$ cat config.mk
export PLATFORM = sky130hd
export DESIGN_NAME = victim_buffer
export DESIGN_NICKNAME = d
export VERILOG_FILES = /design/src/rtl/vb_pkg.sv /design/src/rtl/vb_ctrl.sv /design/src/rtl/vb_store.sv /design/src/rtl/vb_beat_sel.sv /design/src/rtl/victim_buffer.sv
export SDC_FILE = /design/constraint.sdc
export NUM_CORES = 1
export LEC_CHECK = 0
export ABC_CLOCK_PERIOD_IN_PS = 3900
export BUFFER_PORTS_ARGS = -buffer_cell sky130_fd_sc_hd__buf_4
export CORE_AREA = 2 2 283 285
export DETAILED_ROUTE_END_ITERATION = 10
export DIE_AREA = 0 0 285 287
export PLACE_DENSITY = 0.41
export SYNTH_ARGS = -nofsm -noshare
export SYNTH_HDL_FRONTEND = slang
export SYNTH_SLANG_ARGS = --single-unit
$ cat constraint.sdc
create_clock -name clk -period 3.9 [get_ports clk]
set_input_delay 0.39 -clock clk [delete_from_list [all_inputs] [get_ports clk]]
set_output_delay 0.39 -clock clk [all_outputs]
set_load 0.005 [all_outputs]
$ cat src/rtl/vb_pkg.sv
package vb_pkg;
  typedef enum logic [1:0] {
    VB_EMPTY = 2'd0,
    VB_HOLD  = 2'd1,
    VB_DRAIN = 2'd2
  } vb_state_e;
endpackage

$ cat src/rtl/vb_ctrl.sv
module vb_ctrl #(
  parameter int BEATS = 2,
  parameter int CNT_W = 1
) (
  input  logic             clk,
  input  logic             rst_n,
  input  logic             evict_valid,
  input  logic             evict_dirty,
  input  logic             refill_done,
  input  logic             mem_wready,
  output logic             capture,
  output logic             occupied,
  output logic             draining,
  output logic             stall,
  output logic [CNT_W-1:0] beat
);
  import vb_pkg::*;

  vb_state_e        state_q, state_d;
  logic [CNT_W-1:0] beat_q, beat_d;
  logic             last_beat;

  assign last_beat = (beat_q == CNT_W'(BEATS - 1));

  // next-state
  always_comb begin
    state_d = state_q;
    beat_d  = beat_q;
    capture = 1'b0;
    unique case (state_q)
      VB_EMPTY: begin
        if (evict_valid && evict_dirty) begin
          capture = 1'b1;
          state_d = VB_HOLD;
        end
      end
      VB_HOLD: begin
        // victim waits until the refill has been installed
        if (refill_done) begin
          state_d = VB_DRAIN;
          beat_d  = '0;
        end
      end
      VB_DRAIN: begin
        if (mem_wready) begin
          if (last_beat) begin
            state_d = VB_EMPTY;
            beat_d  = '0;
          end else begin
            beat_d = beat_q + CNT_W'(1);
          end
        end
      end
      default: state_d = VB_EMPTY;
    endcase
  end

  // registers
  always_ff @(posedge clk or negedge rst_n) begin
    if (!rst_n) begin
      state_q <= VB_EMPTY;
      beat_q  <= '0;
    end else begin
      state_q <= state_d;
      beat_q  <= beat_d;
    end
  end

  assign occupied = (state_q != VB_EMPTY);
  assign draining = (state_q == VB_DRAIN);
  assign stall    = occupied && evict_valid && evict_dirty;
  assign beat     = beat_q;
endmodule

$ cat src/rtl/vb_store.sv
module vb_store #(
  parameter int ADDR_W  = 26,
  parameter int BLOCK_W = 256
) (
  input  logic               clk,
  input  logic               rst_n,
  input  logic               capture,
  input  logic               occupied,
  input  logic [ADDR_W-1:0]  evict_addr,
  input  logic [BLOCK_W-1:0] evict_data,
  input  logic [ADDR_W-1:0]  lookup_addr,
  output logic               lookup_hit,
  output logic [ADDR_W-1:0]  buf_addr,
  output logic [BLOCK_W-1:0] buf_data
);
  logic [ADDR_W-1:0]  addr_q;
  logic [BLOCK_W-1:0] data_q;

  // tag register, reset so the probe compare is defined
  always_ff @(posedge clk or negedge rst_n) begin
    if (!rst_n) begin
      addr_q <= '0;
    end else if (capture) begin
      addr_q <= evict_addr;
    end
  end

  // data register, enable only
  always_ff @(posedge clk) begin
    if (capture) begin
      data_q <= evict_data;
    end
  end

  assign lookup_hit = occupied && (lookup_addr == addr_q);
  assign buf_addr   = addr_q;
  assign buf_data   = data_q;
endmodule

$ cat src/rtl/vb_beat_sel.sv
module vb_beat_sel #(
  parameter int BEAT_W = 128,
  parameter int BEATS  = 2,
  parameter int CNT_W  = 1
) (
  input  logic [BEAT_W*BEATS-1:0] block,
  input  logic [CNT_W-1:0]        sel,
  output logic [BEAT_W-1:0]       beat_data
);
  logic [BEAT_W-1:0] slice [BEATS];

  for (genvar g = 0; g < BEATS; g++) begin : g_slice
    assign slice[g] = block[g*BEAT_W +: BEAT_W];
  end

  always_comb begin
    beat_data = slice[0];
    for (int i = 0; i < BEATS; i++) begin
      if (sel == CNT_W'(i)) beat_data = slice[i];
    end
  end
endmodule

$ cat src/rtl/victim_buffer.sv
module victim_buffer #(
  parameter int  ADDR_W      = 26,
  parameter int  BLOCK_BYTES = 32,
  parameter int  BEAT_BYTES  = 16,
  localparam int BLOCK_W     = BLOCK_BYTES * 8,
  localparam int BEAT_W      = BEAT_BYTES * 8,
  localparam int BEATS       = BLOCK_BYTES / BEAT_BYTES,
  localparam int CNT_W       = (BEATS > 1) ? $clog2(BEATS) : 1
) (
  input  logic               clk,
  input  logic               rst_n,
  input  logic               evict_valid,
  input  logic               evict_dirty,
  input  logic [ADDR_W-1:0]  evict_addr,
  input  logic [BLOCK_W-1:0] evict_data,
  output logic               evict_stall,
  input  logic               refill_done,
  input  logic [ADDR_W-1:0]  lookup_addr,
  output logic               lookup_hit,
  output logic [BLOCK_W-1:0] lookup_data,
  output logic               mem_wvalid,
  input  logic               mem_wready,
  output logic [ADDR_W-1:0]  mem_waddr,
  output logic [CNT_W-1:0]   mem_wbeat,
  output logic [BEAT_W-1:0]  mem_wdata
);
  logic               capture;
  logic               occupied;
  logic               draining;
  logic [CNT_W-1:0]   beat;
  logic [ADDR_W-1:0]  buf_addr;
  logic [BLOCK_W-1:0] buf_data;

  vb_ctrl #(.BEATS(BEATS), .CNT_W(CNT_W)) u_ctrl (
    .clk         (clk),
    .rst_n       (rst_n),
    .evict_valid (evict_valid),
    .evict_dirty (evict_dirty),
    .refill_done (refill_done),
    .mem_wready  (mem_wready),
    .capture     (capture),
    .occupied    (occupied),
    .draining    (draining),
    .stall       (evict_stall),
    .beat        (beat)
  );

  vb_store #(.ADDR_W(ADDR_W), .BLOCK_W(BLOCK_W)) u_store (
    .clk         (clk),
    .rst_n       (rst_n),
    .capture     (capture),
    .occupied    (occupied),
    .evict_addr  (evict_addr),
    .evict_data  (evict_data),
    .lookup_addr (lookup_addr),
    .lookup_hit  (lookup_hit),
    .buf_addr    (buf_addr),
    .buf_data    (buf_data)
  );

  vb_beat_sel #(.BEAT_W(BEAT_W), .BEATS(BEATS), .CNT_W(CNT_W)) u_sel (
    .block     (buf_data),
    .sel       (beat),
    .beat_data (mem_wdata)
  );

  assign lookup_data = buf_data;
  assign mem_wvalid  = draining;
  assign mem_waddr   = buf_addr;
  assign mem_wbeat   = beat;
endmodule

After elaboration in Yosys (flattened, before gate mapping). Index checks and enable logic that the tools add are counted.

$mul: 0. Mux-type cells: 12. Shifts and indexed selects: 0. Reduce and logical (&&, ||, !) cells: 9. Eq/ne operators: 7. Add/subtract/negate cells: 1. Divide/modulo/power cells: 0. Bitwise gates (word level): 0. Magnitude comparators: 0.

Operator list (count): $mux W128 (1); $eq A26 B26 Y1 (1); $mux W2 (4); $ne A2 B1 Y1 const B (3); $pmux W2 S3 (1); $mux W1 (5); $logic_and A1 B1 Y1 (4); $reduce_and A4 Y1 (1); $reduce_bool A2 Y1 (2); $reduce_and A3 Y1 (1); $eq A2 B1 Y1 const B (1); $eq A2 B2 Y1 const B (1); $logic_not A2 Y1 (1); $ne A2 B2 Y1 const B (1); $pmux W1 S2 (1); $add A1 B1 Y1 const B (1).

Logic and storage cells: 33. Bits in read-only memories: 0. Input bits: 314. Output and inout port bits: 414. Memories kept: 0. Latch bits: 0. Register bits: 285. Bits in writable memories: 0.

Longest topological paths before layout.
Depth after elaboration: 4. Depth in mapped cells: 6. Gate-level depth less buffers: 4.

Hierarchy. A second synthesis with hierarchy kept.

Cells, all modules: 506. Area, all modules: 10722.8 um^2.

By module, submodules not included: vb_store (cells each 346, instances 1, seq. area each 8338.0 um^2, area an instance 8933.6 um^2); vb_beat_sel (cells each 142, instances 1, seq. area each 0.0 um^2, area an instance 1619.1 um^2); vb_ctrl (cells each 18, instances 1, seq. area each 75.1 um^2, area an instance 170.2 um^2).

Worst setup path before layout. Ideal clock, no wire load.

Path type: register -> register. Start point: register u_ctrl.state_q[0]. End point: register u_store.addr_q[17] (netlist: u_store.buf_addr[17]). Required time: 3.774 ns. Slack: 1.168 ns. Cell stages (with the launch flop): 4. Arrival: 2.606 ns. Clock period less this slack: 2.732 ns. Path buffers: 1. Setup time: 0.126 ns. Cell sequence: dfrtp_1 -> nor3_4 -> buf_6 -> mux2_2.

Word-level cells in the longest chain between the ends: 2.

Ends and longest elaborated chain: start: declaration (line vb_ctrl.sv:19) `vb_state_e state_q, state_d;`; start signal: assignment (line vb_ctrl.sv:64) `state_q <= state_d;`; $logic_not A2 Y1 (line vb_ctrl.sv:30) `unique case (state_q)`; $mux W1 (line vb_ctrl.sv:30); named net capture (line victim_buffer.sv:27) `logic capture;`; end signal: assignment (line vb_store.sv:24) `addr_q <= evict_addr;`; end: declaration (line vb_store.sv:16) `logic [ADDR_W-1:0] addr_q;`.

The timed path passes the listed nets, and every way through them passes these cells. A chain may end at the register's enable or synchronous reset.

Final worst setup path.
Start point: register u_store.addr_q[24] (netlist: u_store.buf_addr[24]). End point: output port lookup_hit.

Word-level cells in the longest chain between the ends: 2.

Ends and longest elaborated chain: $eq A26 B26 Y1 (line vb_store.sv:35) `assign lookup_hit = occupied && (lookup_addr == addr_q);`; $logic_and A1 B1 Y1 (line vb_store.sv:35); end: declaration (line victim_buffer.sv:19) `output logic lookup_hit,`.

Every way passes these cells.

==> results.cfg <==
[critical_path]
crit_fanout = 3
crit_path_start_kind = flip-flop
crit_path_max_incr_delay_ps = 630
worst_ep_arrival_time_ps = 2620
critical_path_required_ps = 3510
worst_setup_path_end_kind = primary output
path_cells = xor2_1, nor4_1, nand4_1, nor4_2, buf_4
crit_path_top_delay_cell = sky130_fd_sc_hd__nor4_1
timing_worst_setup_path_type = reg2out

[logic_synthesis]
postSynthNetCount = 820
ys.warnings.count = 0
synth_cell_types = 24
seq_area_frac_synth_pct = 79.1
synthCells = 506
syn_area_sq_um = 10600
ys_seq_elements = 285
syn_avg_cell_area_sq_um = 21.0

[clock_network]
cts_tree = built
total_clock_sinks = 285
cts-htree-levels = 2
clock_insertion_delay_worst_skew_ps = 550
post_cts.repair.setup_buffers = 0
path_clk_slew_ps = 60
cts-hold-fix-buffers = 246
cts_repair_resize_count = 0
cts.root.buffer_cell = sky130_fd_sc_hd__clkbuf_16
cts-buffers-inserted = 38
clock_path_buffers = 3

[timing]
final-hold-violation-count = 0
transition_time_at_the_pin_with_the_least_slew_margin_ps = 1260
worst_slack_ps = 892
finalCritPeriodShare_pct = 77.1
timing.final.max_slew_violations = 0
fin_crit_ps = 3010
grt_setup_unrepaired = no
clock.fmax_ghz = 0.332
final.setup.tns_ps = 0
max-slew-margin-rel_pct = 16.3
finish_stage_setup_viols = 0
fin_worst_skew_ps = 23.3

[place]
dp_hpwl_mm = 32.3
placedCellCount = 2274
place_worst_setup_slack_ps = 1350
place.gp.congestion = 0.858
place_area_sq_um = 17400
io_buffers = 727

[final_layout]
mostFrequentLayoutCell = sky130_fd_sc_hd__buf_4
flow.area_growth_from_synthesis_pct = 99.8
finish.utilization_pct = 27.0
finalNonFillerCells = 2592
final_cell_mix = sky130_fd_sc_hd__buf_4, sky130_fd_sc_hd__edfxtp_1, sky130_fd_sc_hd__dlygate4sd3_1
design.final.nets = 1825
post_route_cells_drive_above_1_share_pct = 62.0
fillerInstances = 8136
design_area_sq_um = 21200

[floorplanning]
die_span_y_um = 287
die_area_sq_um = 81800
area_of_the_core_region_sq_um = 78600
chipWidth_um = 285
initial_core_util_pct = 13.5
ioPinCount = 728
num_rows = 103

[run]
max_cap_violations = 0

[drt]
drt-total-wl_mm = 43.4
first_iter_violations = 244
wl_per_cell_um = 16.7
avgViaCountPerCell = 3.34
iteration_count_of_the_initial_detailed_routing_pass = 4
antenna_left = 0
num_vias = 8660
drcViolationCount = 0

[global_route]
antenna_found_initial = 6
global_route.overflow_total = 0
grt_max_degree = 159
first_global_vias = 9439
track_usage_pct = 9.94
global_route_wire_length_before_repair_mm = 61.3

[status]
run_status = finished, final reports clean

[power_and_ir_drop]
power_leakage_nw = 8.66
power.density_nw_per_um2 = 539
ir_drop_uv = 332

[hold_path]
hp-class = in2reg
[cell families (layout without fill, tap and decap cells)]
kind of cell,Yosys count,count (layout),share of synthesized area [%]
other,0,1,0
buffers and inverters,18,1053,0.953
AO/OA/AOI/OAI,5,5,0.282
multiplexers,154,154,16.3
AND/OR/NAND/NOR,18,18,1.20
flip-flops,285,285,79.1
XOR/XNOR,26,26,2.14
[cell usage after synthesis]
cell | n | area (sq um)
sky130_fd_sc_hd__a211oi_1 | 1 | 7.51
sky130_fd_sc_hd__a21oi_1 | 1 | 5.00
sky130_fd_sc_hd__and2b_2 | 1 | 8.76
sky130_fd_sc_hd__and4b_2 | 1 | 11.3
sky130_fd_sc_hd__buf_2 | 15 | 75.1
sky130_fd_sc_hd__buf_6 | 2 | 22.5
sky130_fd_sc_hd__dfrtp_1 | 29 | 726
sky130_fd_sc_hd__edfxtp_1 | 256 | 7690
sky130_fd_sc_hd__inv_1 | 1 | 3.75
sky130_fd_sc_hd__mux2_1 | 1 | 11.3
sky130_fd_sc_hd__mux2_2 | 153 | 1720
sky130_fd_sc_hd__nand2_1 | 3 | 11.3
sky130_fd_sc_hd__nand3_1 | 1 | 5.00
sky130_fd_sc_hd__nand4_1 | 3 | 18.8
sky130_fd_sc_hd__nor2_1 | 1 | 3.75
sky130_fd_sc_hd__nor2_2 | 1 | 6.26
sky130_fd_sc_hd__nor3_4 | 1 | 16.3
sky130_fd_sc_hd__nor4_1 | 4 | 25.0
sky130_fd_sc_hd__nor4_2 | 1 | 12.5
sky130_fd_sc_hd__o21ai_0 | 2 | 10.0
sky130_fd_sc_hd__o21bai_1 | 1 | 7.51
sky130_fd_sc_hd__or2b_2 | 1 | 8.76
sky130_fd_sc_hd__xnor2_1 | 11 | 96.3
sky130_fd_sc_hd__xor2_1 | 15 | 131
[sequential cells by signal, indices dropped and copies added (netlist names)]
| register | flops |
|---|---|
| u_store.buf_data | 256 |
| u_ctrl.state_q | 2 |
| u_ctrl.beat | 1 |
| u_store.buf_addr | 26 |
[worst paths after layout]
| kind | start | to | slack, ps | cells past startpoint |
|---|---|---|---|---|
| max in group asynchronous | rst_n | u_ctrl.beat$_DFFE_PN0P_ | 3230 | 2 |
| worst max-delay path | u_store.buf_addr[24]$_DFFE_PN0P_ | lookup_hit | 890 | 5 |
| worst max register to register | u_ctrl.state_q[1]$_DFFE_PN0P_ | u_store.buf_data[245]$_DFFE_PP_ | 1790 | 2 |
| worst min-delay path | evict_data[79] | u_store.buf_data[79]$_DFFE_PP_ | 50 | 1 |
| worst min register to register | u_store.buf_addr[14]$_DFFE_PN0P_ | u_store.buf_addr[14]$_DFFE_PN0P_ | 570 | 1 |
| min in group asynchronous | rst_n | u_store.buf_addr[4]$_DFFE_PN0P_ | 330 | 2 |
[per-layer routing]
| metal | up-vias | global-route usage (%) | wire length [um] |
|---|---|---|---|
| li1 | 4000 | - | - |
| met4 | 6 | 3.57 | 1160 |
| met5 | - | 0 | 46 |
| met1 | 4157 | 10.7 | 15700 |
| met3 | 70 | 3.09 | 3680 |
| met2 | 427 | 18.3 | 22800 |
[area by class of cell]
type                       instances  area [sq um]  share of cell area (%)
multi-input combinational        203          2120                    9.98
clock inverter                    22           236                    1.11
inverter                           1          3.75                  0.0177
antenna                            1          2.50                  0.0118
tap                             1050          1310                    6.18
clock buffer                      48          1110                    5.25
timing repair buffer             982          8040                    37.8
sequential                       285          8420                    39.6
[report_power, final]
part	internal, W	total (W)	switching [W]
logic	0.00207	0.00335	0.00128
registers	0.00390	0.00435	0.000448
clock network	0.00235	0.00376	0.00141
total	0.00832	0.0115	0.00313
[worst max-delay path: cells and delay by family (launching register included)]
kind | cells | cell delay, ps
buffers and inverters | 1 | 160
xor gates and xnor gates | 1 | 180
and+or+nand+nor | 3 | 1320
DFF | 1 | 410
[through the flow]
stage	total power [W]	hold slack (ps)
2_1_floorplan	0.00554	94.4
3_3_place_gp	0.00762	362
3_5_place_dp	0.00760	362
4_1_cts	0.0117	0.434
5_1_grt	0.0120	9.30
6_report	0.0115	47.4
No activity file was read; power rests on OpenSTA's default activity.
